[config.mk]
export PLATFORM = sky130hd
export DESIGN_NAME = rfu_unit
export DESIGN_NICKNAME = d
export VERILOG_FILES = /design/src/rtl/rfu_pkg.sv /design/src/rtl/rfu_operand_track.sv /design/src/rtl/rfu_tag_table.sv /design/src/rtl/rfu_slot_eval.sv /design/src/rtl/rfu_unit.sv
export SDC_FILE = /design/constraint.sdc
export NUM_CORES = 2
export LEC_CHECK = 0
export BUFFER_PORTS_ARGS = -buffer_cell sky130_fd_sc_hd__buf_2
export CAP_MARGIN = 20
export CORE_ASPECT_RATIO = 0.75
export CORE_UTILIZATION = 43
export DETAILED_ROUTE_END_ITERATION = 10
export PLACE_DENSITY = 0.6
export SLEW_MARGIN = 20
export SYNTH_ARGS = -nofsm -noshare
export SYNTH_HDL_FRONTEND = slang
export SYNTH_SLANG_ARGS = --single-unit
[constraint.sdc]
create_clock -name clk -period 44.8 [get_ports clk]
set_input_delay 6.72 -clock clk [delete_from_list [all_inputs] [get_ports clk]]
set_output_delay 6.72 -clock clk [all_outputs]
set_load 0.05 [all_outputs]
[src/rtl/rfu_pkg.sv]
package rfu_pkg;

  typedef enum logic [1:0] {
    OP_SUM = 2'd0,
    OP_XOR = 2'd1,
    OP_AND = 2'd2,
    OP_OR  = 2'd3
  } rfu_op_e;

  typedef enum logic [1:0] {
    ST_IDLE   = 2'd0,
    ST_RELOAD = 2'd1,
    ST_WAIT   = 2'd2
  } rfu_state_e;

endpackage

[src/rtl/rfu_operand_track.sv]
module rfu_operand_track #(
  parameter int NREG   = 8,
  parameter int DATA_W = 16,
  parameter int CYC_W  = 32
) (
  input  logic                               clk,
  input  logic                               rst_n,
  input  logic                               wr_en,
  input  logic [$clog2(NREG)-1:0]            wr_idx,
  input  logic [DATA_W-1:0]                  wr_data,
  output logic [CYC_W-1:0]                   cyc,
  output logic [NREG-1:0][DATA_W-1:0]        shadow,
  output logic [NREG-1:0][CYC_W-1:0]         stamp
);
  localparam int IW = $clog2(NREG);

  always_ff @(posedge clk) begin
    if (!rst_n) cyc <= '0;
    else        cyc <= cyc + CYC_W'(1);
  end

  for (genvar r = 0; r < NREG; r++) begin : g_reg
    logic hit_w;
    assign hit_w = wr_en && (wr_idx == IW'(r));
    always_ff @(posedge clk) begin
      if (!rst_n) begin
        shadow[r] <= '0;
        stamp[r]  <= '0;
      end else if (hit_w) begin
        shadow[r] <= wr_data;
        stamp[r]  <= cyc;
      end
    end
  end


  stamp_write_chk: assert property (@(posedge clk) disable iff (!rst_n)
    wr_en |=> (stamp[$past(wr_idx)] == $past(cyc)) && (shadow[$past(wr_idx)] == $past(wr_data)));


  cyc_step_chk: assert property (@(posedge clk) disable iff (!rst_n)
    rst_n |=> cyc == $past(cyc) + CYC_W'(1));

endmodule

[src/rtl/rfu_tag_table.sv]
module rfu_tag_table #(
  parameter int NSLOT = 4,
  parameter int NREG  = 8,
  parameter int TAG_W = 4,
  parameter int LAT_W = 3
) (
  input  logic                                  clk,
  input  logic                                  rst_n,
  input  logic [TAG_W-1:0]                      look_tag,
  output logic [NSLOT-1:0]                      match_vec,
  output logic                                  hit,
  output logic [$clog2(NSLOT)-1:0]              hit_slot,
  output logic [$clog2(NSLOT)-1:0]              victim_slot,
  input  logic                                  fill_en,
  input  logic [$clog2(NSLOT)-1:0]              fill_slot,
  input  logic [TAG_W-1:0]                      fill_tag,
  input  logic [NREG-1:0]                       fill_mask,
  input  logic [LAT_W-1:0]                      fill_lat,
  input  logic [1:0]                            fill_op,
  input  logic                                  touch_en,
  input  logic [$clog2(NSLOT)-1:0]              touch_slot,
  output logic [NSLOT-1:0][NREG-1:0]            slot_mask,
  output logic [NSLOT-1:0][LAT_W-1:0]           slot_lat,
  output logic [NSLOT-1:0][1:0]                 slot_op
);
  localparam int SW = $clog2(NSLOT);
  localparam logic [SW-1:0] OLDEST = SW'(NSLOT - 1);

  logic [NSLOT-1:0]            slot_valid;
  logic [NSLOT-1:0][TAG_W-1:0] slot_tag;
  logic [NSLOT-1:0][SW-1:0]    rank;
  logic [NSLOT-1:0]            rank_seen;
  logic [SW-1:0]               touch_rank;

  assign touch_rank = rank[touch_slot];

  for (genvar s = 0; s < NSLOT; s++) begin : g_slot
    logic fill_here;
    assign fill_here    = fill_en && (fill_slot == SW'(s));
    assign match_vec[s] = slot_valid[s] && (slot_tag[s] == look_tag);

    always_ff @(posedge clk) begin
      if (!rst_n) begin
        slot_valid[s] <= 1'b0;
        slot_tag[s]   <= '0;
        slot_mask[s]  <= '0;
        slot_lat[s]   <= '0;
        slot_op[s]    <= '0;
      end else if (fill_here) begin
        slot_valid[s] <= 1'b1;
        slot_tag[s]   <= fill_tag;
        slot_mask[s]  <= fill_mask;
        slot_lat[s]   <= fill_lat;
        slot_op[s]    <= fill_op;
      end
    end

    always_ff @(posedge clk) begin
      if (!rst_n) begin
        rank[s] <= SW'(NSLOT - 1 - s);
      end else if (touch_en) begin
        if (touch_slot == SW'(s))     rank[s] <= '0;
        else if (rank[s] < touch_rank) rank[s] <= rank[s] + SW'(1);
      end
    end
  end

  always_comb begin
    hit         = 1'b0;
    hit_slot    = '0;
    victim_slot = '0;
    rank_seen   = '0;
    for (int s = 0; s < NSLOT; s++) begin
      if (match_vec[s]) begin
        hit      = 1'b1;
        hit_slot = SW'(s);
      end
      if (rank[s] == OLDEST) victim_slot = SW'(s);
      rank_seen[rank[s]] = 1'b1;
    end
  end


  match_onehot_chk: assert property (@(posedge clk) disable iff (!rst_n)
    $onehot0(match_vec));


  lru_perm_chk: assert property (@(posedge clk) disable iff (!rst_n)
    $countones(rank_seen) == NSLOT);


  touch_mru_chk: assert property (@(posedge clk) disable iff (!rst_n)
    touch_en |=> rank[$past(touch_slot)] == '0);


  fill_load_chk: assert property (@(posedge clk) disable iff (!rst_n)
    fill_en |=> slot_valid[$past(fill_slot)] && (slot_tag[$past(fill_slot)] == $past(fill_tag))
               && (slot_mask[$past(fill_slot)] == $past(fill_mask)));

endmodule

[src/rtl/rfu_slot_eval.sv]
module rfu_slot_eval #(
  parameter int NREG   = 8,
  parameter int DATA_W = 16,
  parameter int CYC_W  = 32,
  parameter int LAT_W  = 3
) (
  input  logic [NREG-1:0][DATA_W-1:0] shadow,
  input  logic [NREG-1:0][CYC_W-1:0]  stamp,
  input  logic [CYC_W-1:0]            cyc,
  input  logic [NREG-1:0]             mask,
  input  logic [LAT_W-1:0]            lat,
  input  logic [1:0]                  op,
  output logic [DATA_W-1:0]           result,
  output logic [CYC_W-1:0]            latest,
  output logic                        ready
);
  import rfu_pkg::*;

  function automatic logic [DATA_W-1:0] seed_of(rfu_op_e f);
    return (f == OP_AND) ? '1 : '0;
  endfunction

  function automatic logic [DATA_W-1:0] fold(rfu_op_e f, logic [DATA_W-1:0] acc,
                                             logic [DATA_W-1:0] x);
    case (f)
      OP_SUM:  return acc + x;
      OP_XOR:  return acc ^ x;
      OP_AND:  return acc & x;
      default: return acc | x;
    endcase
  endfunction

  function automatic logic [CYC_W-1:0] settle_cycle(logic [CYC_W-1:0] last_wr,
                                                    logic [LAT_W-1:0] l);
    return last_wr + CYC_W'(l) + CYC_W'(1);
  endfunction

  rfu_op_e fsel;
  assign fsel = rfu_op_e'(op);

  always_comb begin
    result = seed_of(fsel);
    latest = '0;
    for (int r = 0; r < NREG; r++) begin
      if (mask[r]) begin
        result = fold(fsel, result, shadow[r]);
        if (stamp[r] > latest) latest = stamp[r];
      end
    end
  end

  assign ready = (cyc >= settle_cycle(latest, lat));

endmodule

[src/rtl/rfu_unit.sv]
module rfu_unit #(
  parameter int NSLOT  = 4,
  parameter int NREG   = 8,
  parameter int DATA_W = 16,
  parameter int TAG_W  = 4,
  parameter int LAT_W  = 3,
  parameter int CYC_W  = 32
) (
  input  logic                       clk,
  input  logic                       rst_n,
  input  logic                       wr_en,
  input  logic [$clog2(NREG)-1:0]    wr_idx,
  input  logic [DATA_W-1:0]          wr_data,
  input  logic                       issue_valid,
  input  logic [TAG_W-1:0]           issue_tag,
  output logic                       stall,
  output logic                       res_valid,
  output logic [DATA_W-1:0]          res_data,
  output logic                       rl_req,
  output logic [TAG_W-1:0]           rl_tag,
  output logic [$clog2(NSLOT)-1:0]   rl_slot,
  input  logic                       rl_ack,
  input  logic [NREG-1:0]            rl_mask,
  input  logic [LAT_W-1:0]           rl_lat,
  input  logic [1:0]                 rl_op
);
  import rfu_pkg::*;

  localparam int SW = $clog2(NSLOT);

  rfu_state_e                  state;
  logic [SW-1:0]               sel_q;
  logic [TAG_W-1:0]            tag_q;

  logic [CYC_W-1:0]            cyc;
  logic [NREG-1:0][DATA_W-1:0] shadow;
  logic [NREG-1:0][CYC_W-1:0]  stamp;

  logic [NSLOT-1:0]            match_vec;
  logic                        hit;
  logic [SW-1:0]               hit_slot;
  logic [SW-1:0]               victim_slot;
  logic [NSLOT-1:0][NREG-1:0]  slot_mask;
  logic [NSLOT-1:0][LAT_W-1:0] slot_lat;
  logic [NSLOT-1:0][1:0]       slot_op;

  logic                        lookup_hit;
  logic                        lookup_miss;
  logic                        fill_evt;
  logic                        done_evt;
  logic                        touch_en;
  logic [SW-1:0]               touch_slot;
  logic [DATA_W-1:0]           eval_result;
  logic [CYC_W-1:0]            eval_latest;
  logic                        eval_ready;

  rfu_operand_track #(.NREG(NREG), .DATA_W(DATA_W), .CYC_W(CYC_W)) u_track (
    .clk(clk), .rst_n(rst_n), .wr_en(wr_en), .wr_idx(wr_idx), .wr_data(wr_data),
    .cyc(cyc), .shadow(shadow), .stamp(stamp)
  );

  rfu_tag_table #(.NSLOT(NSLOT), .NREG(NREG), .TAG_W(TAG_W), .LAT_W(LAT_W)) u_tags (
    .clk(clk), .rst_n(rst_n), .look_tag(issue_tag), .match_vec(match_vec),
    .hit(hit), .hit_slot(hit_slot), .victim_slot(victim_slot),
    .fill_en(fill_evt), .fill_slot(sel_q), .fill_tag(tag_q),
    .fill_mask(rl_mask), .fill_lat(rl_lat), .fill_op(rl_op),
    .touch_en(touch_en), .touch_slot(touch_slot),
    .slot_mask(slot_mask), .slot_lat(slot_lat), .slot_op(slot_op)
  );

  rfu_slot_eval #(.NREG(NREG), .DATA_W(DATA_W), .CYC_W(CYC_W), .LAT_W(LAT_W)) u_eval (
    .shadow(shadow), .stamp(stamp), .cyc(cyc),
    .mask(slot_mask[sel_q]), .lat(slot_lat[sel_q]), .op(slot_op[sel_q]),
    .result(eval_result), .latest(eval_latest), .ready(eval_ready)
  );

  assign lookup_hit  = (state == ST_IDLE) && issue_valid && hit;
  assign lookup_miss = (state == ST_IDLE) && issue_valid && !hit;
  assign fill_evt    = (state == ST_RELOAD) && rl_ack;
  assign done_evt    = (state == ST_WAIT) && eval_ready;
  assign touch_en    = lookup_hit || fill_evt;
  assign touch_slot  = lookup_hit ? hit_slot : sel_q;

  always_ff @(posedge clk) begin
    if (!rst_n) begin
      state <= ST_IDLE;
      sel_q <= '0;
      tag_q <= '0;
    end else begin
      case (state)
        ST_IDLE: begin
          if (lookup_hit) begin
            sel_q <= hit_slot;
            state <= ST_WAIT;
          end else if (lookup_miss) begin
            sel_q <= victim_slot;
            tag_q <= issue_tag;
            state <= ST_RELOAD;
          end
        end
        ST_RELOAD: if (fill_evt) state <= ST_WAIT;
        ST_WAIT:   if (done_evt) state <= ST_IDLE;
        default:   state <= ST_IDLE;
      endcase
    end
  end

  assign stall     = (state != ST_IDLE) && !done_evt;
  assign res_valid = done_evt;
  assign res_data  = done_evt ? eval_result : '0;
  assign rl_req    = (state == ST_RELOAD);
  assign rl_tag    = tag_q;
  assign rl_slot   = sel_q;


  res_once_chk: assert property (@(posedge clk) disable iff (!rst_n)
    res_valid |=> !res_valid);


  stall_release_chk: assert property (@(posedge clk) disable iff (!rst_n)
    $fell(stall) |-> res_valid);


  reload_hold_chk: assert property (@(posedge clk) disable iff (!rst_n)
    (rl_req && !rl_ack) |=> rl_req && $stable(rl_tag) && $stable(rl_slot));


  miss_req_chk: assert property (@(posedge clk) disable iff (!rst_n)
    lookup_miss |=> rl_req && (rl_tag == $past(issue_tag)));


  not_early_chk: assert property (@(posedge clk) disable iff (!rst_n)
    res_valid |-> cyc > eval_latest + CYC_W'(slot_lat[sel_q]));


  busy_ignore_chk: assert property (@(posedge clk) disable iff (!rst_n)
    (stall && !rl_req) |=> !rl_req);

endmodule

==> metrics <==
status complete, no violations; # Post-CTS Setup Buffers 0; layout cells sized above 1 6.08%; worst-path fanout max 58; pin count of the biggest net entering global routing 246; CP Capture Type primary output; period utilization 77.8%; sw frac 32.9%; most common cell in the synthesized netlist nand2_1; ANT nets after route 0; Crit Path Class flop to primary output; Final nets 5,974; Async SR Flop Fraction 0%; Flop pwr share 35.8%; Clock power frac 39.4%; Initial Util 43.7%; CP max stage delay 0.91 ns; Pwr Density 29.0 mW/mm^2; # clock sinks 504; clk_lat worst skew 0.67 ns; worst-margin pin slew 1.20 ns; critical path's top delay family compound AO/OA/AOI/OAI gates; Synth warnings 0; placed insts 6,590; synth unique cells 96; Worst-path clk slew 0.06 ns; commonest cells in the netlist nand2_1 (1,255), ha_1 (513), dfxtp_1 (504); #FFs+latches synth 504; Die X 359 um; Initial DRT Pass Iterations 7; Sw Pwr 421 uW; CTS max path bufs 3; final hold vios 0; first-pass GRT wire length 201 mm; slowest CP cell dfxtp_2; sequential element share of the synthesized area 24.6%; Core Footprint 0.0939 mm^2; total wire length 129 mm; Int Power 859 uW; cts repair resizes 0; mapped cell area 0.0410 mm^2; Buf+Inv Stages, Crit Path 16; I/O Buffers 65; max-cap violation count 0; setup TNS 0 ns; grt ovf 0; Root Driver clkbuf_16; top_reg_cell synth dfxtp_1; Area Growth Syn to Fin 7.73%; max-slew violation count 0; CTS tree done; via count 37.2k; worst endpoint required time 38.08 ns; Max-Slew Margin vs Limit 20.1%; I/O pin count 66; CTS H-Tree Depth 2; Tmin final 34.84 ns; hold-fix buffers at CTS 0; DR DRC count 0; Worst Hold Class flop to flop; syn nets 6,135; Die Y-Extent 269 um; GRT Total Usage 26.2%; Final HPWL DP 92.0 mm; RSZ-0062 raised after global routing false; Yosys top cell area share 24.6%; synthesized area per cell 7.36 um^2; power share of the combinational group 24.9%; vias in the first global route 34.1k; CP Launch Type flop; CP Data Arrival Time 28.12 ns; cts bufs inserted 56; worst-case vdd ir drop 0.0000299 V; WL per Instance 19.3 um; synth top area cells dfxtp_1 (25%), ha_1 (16%), nand2_1 (11%); Avg Vias per Cell 5.56; Mapped Cells 5,572; clock skew 0.0381 ns; First DRT Iteration DRCs 3,327; die area 0.0966 mm^2; P_leak 17.9 nW; antenna violations before repair 9; Final setup viols 0; gp weighted congestion 0.946; area leader, netlist dfxtp_1; post-route insts no fill 6,687; Post-synth EDFFs 0; FMAX 28.7 MHz; Cell Rows 97
worst paths after layout:
check	from	endpoint	slack, ns	cells past startpoint
setup / recovery	rl_slot[0]$_SDFFE_PN0P_	res_data[5]	9.96	133
hold / removal	u_tags.slot_mask[15]$_SDFFE_PN0P_	u_tags.slot_mask[15]$_SDFFE_PN0P_	0.46	2
setup reg to reg	rl_slot[0]$_SDFFE_PN0P_	state[1]$_SDFFE_PN0P_	17.82	132
hold reg to reg	u_tags.slot_mask[15]$_SDFFE_PN0P_	u_tags.slot_mask[15]$_SDFFE_PN0P_	0.46	2
power groups by stage:
stage          Combinational [mW]  Clock (mW)  Sequential [mW]
2_1_floorplan               0.230           0            0.468
3_3_place_gp                0.307           0            0.468
3_5_place_dp                0.313           0            0.468
4_1_cts                     0.315       0.513            0.458
5_1_grt                     0.353       0.529            0.458
6_report                    0.318       0.504            0.458
worst register-to-register path: cells and delay by family (launching register included):
family | cells | cell delay [ns]
fa+ha+maj | 10 | 2.83
xor+xnor | 1 | 0.11
buf+inv | 15 | 3.80
flops | 1 | 0.91
simple gates | 35 | 4.78
mux | 2 | 0.56
compound gates | 69 | 13.88
layer usage:
layer / GRT usage (%) / up-vias / share of wire [%]
met1: 42.1 / 17400 / 52
li1: - / 18600 / -
met4: 3.96 / 14 / 1.3
met5: 0 / - / 0.074
met3: 5.54 / 117 / 8.7
met2: 35.1 / 1088 / 38
through the flow:
stage	util [%]	hold slack [ns]	setup WS, ns	instance area [um^2]	total power [mW]
6_report	47.0	0.462	9.96	44200	1.28
2_1_floorplan	-	0.439	10.69	41000	0.697
5_1_grt	47.0	0.482	7.46	44200	1.34
4_1_cts	47.0	0.465	10.24	44200	1.29
3_5_place_dp	45.0	0.453	11.07	42300	0.781
3_3_place_gp	45.0	0.448	11.72	42200	0.775
cell usage in the layout, fill, tap and decap left out, drive strengths merged, types with 61 or more instances in the layout:
cell type / count
inv: 448
o211ai: 124
nand3: 70
a21boi: 490
o21ai: 328
buf: 145
xor2: 61
clkbuf: 78
nor2: 229
ha: 513
dfxtp: 504
a21oi: 298
nand2: 1256
nor2b: 61
xnor2: 116
a211oi: 63
a21o: 108
logic make-up (layout without fill, tap and decap cells):
kind of cell,Yosys count,in the layout,synth area share (%)
flops,504,504,24.6
xor+xnor,177,177,3.78
fa+ha+maj,524,524,16.1
compound gates,1587,1587,25.8
simple gates,1890,1890,19.8
mux,80,80,2.31
other cells,0,2,0
buf+inv,810,686,7.57
flip-flops by register name (all words and copies together) (netlist names):
name,count
rl_slot,2
rl_tag,4
state,2
u_tags.rank,8
u_tags.slot_lat,12
u_tags.slot_mask,32
u_tags.slot_op,8
u_tags.slot_tag,16
u_tags.slot_valid,4
u_track.cyc,32
u_track.shadow,128
u_track.stamp,256
cell type report:
cell class                 count  area, um^2
fill                        9394       49800
multi-input combinational   4258       28000
sequential                   504       10100
inverter                     446        1670
clock buffer                  78        1630
tap                         1237        1550
timing repair buffer         145         961
clock inverter                17         299
antenna                        2        5.00
No activity file was read; power rests on OpenSTA's default activity.
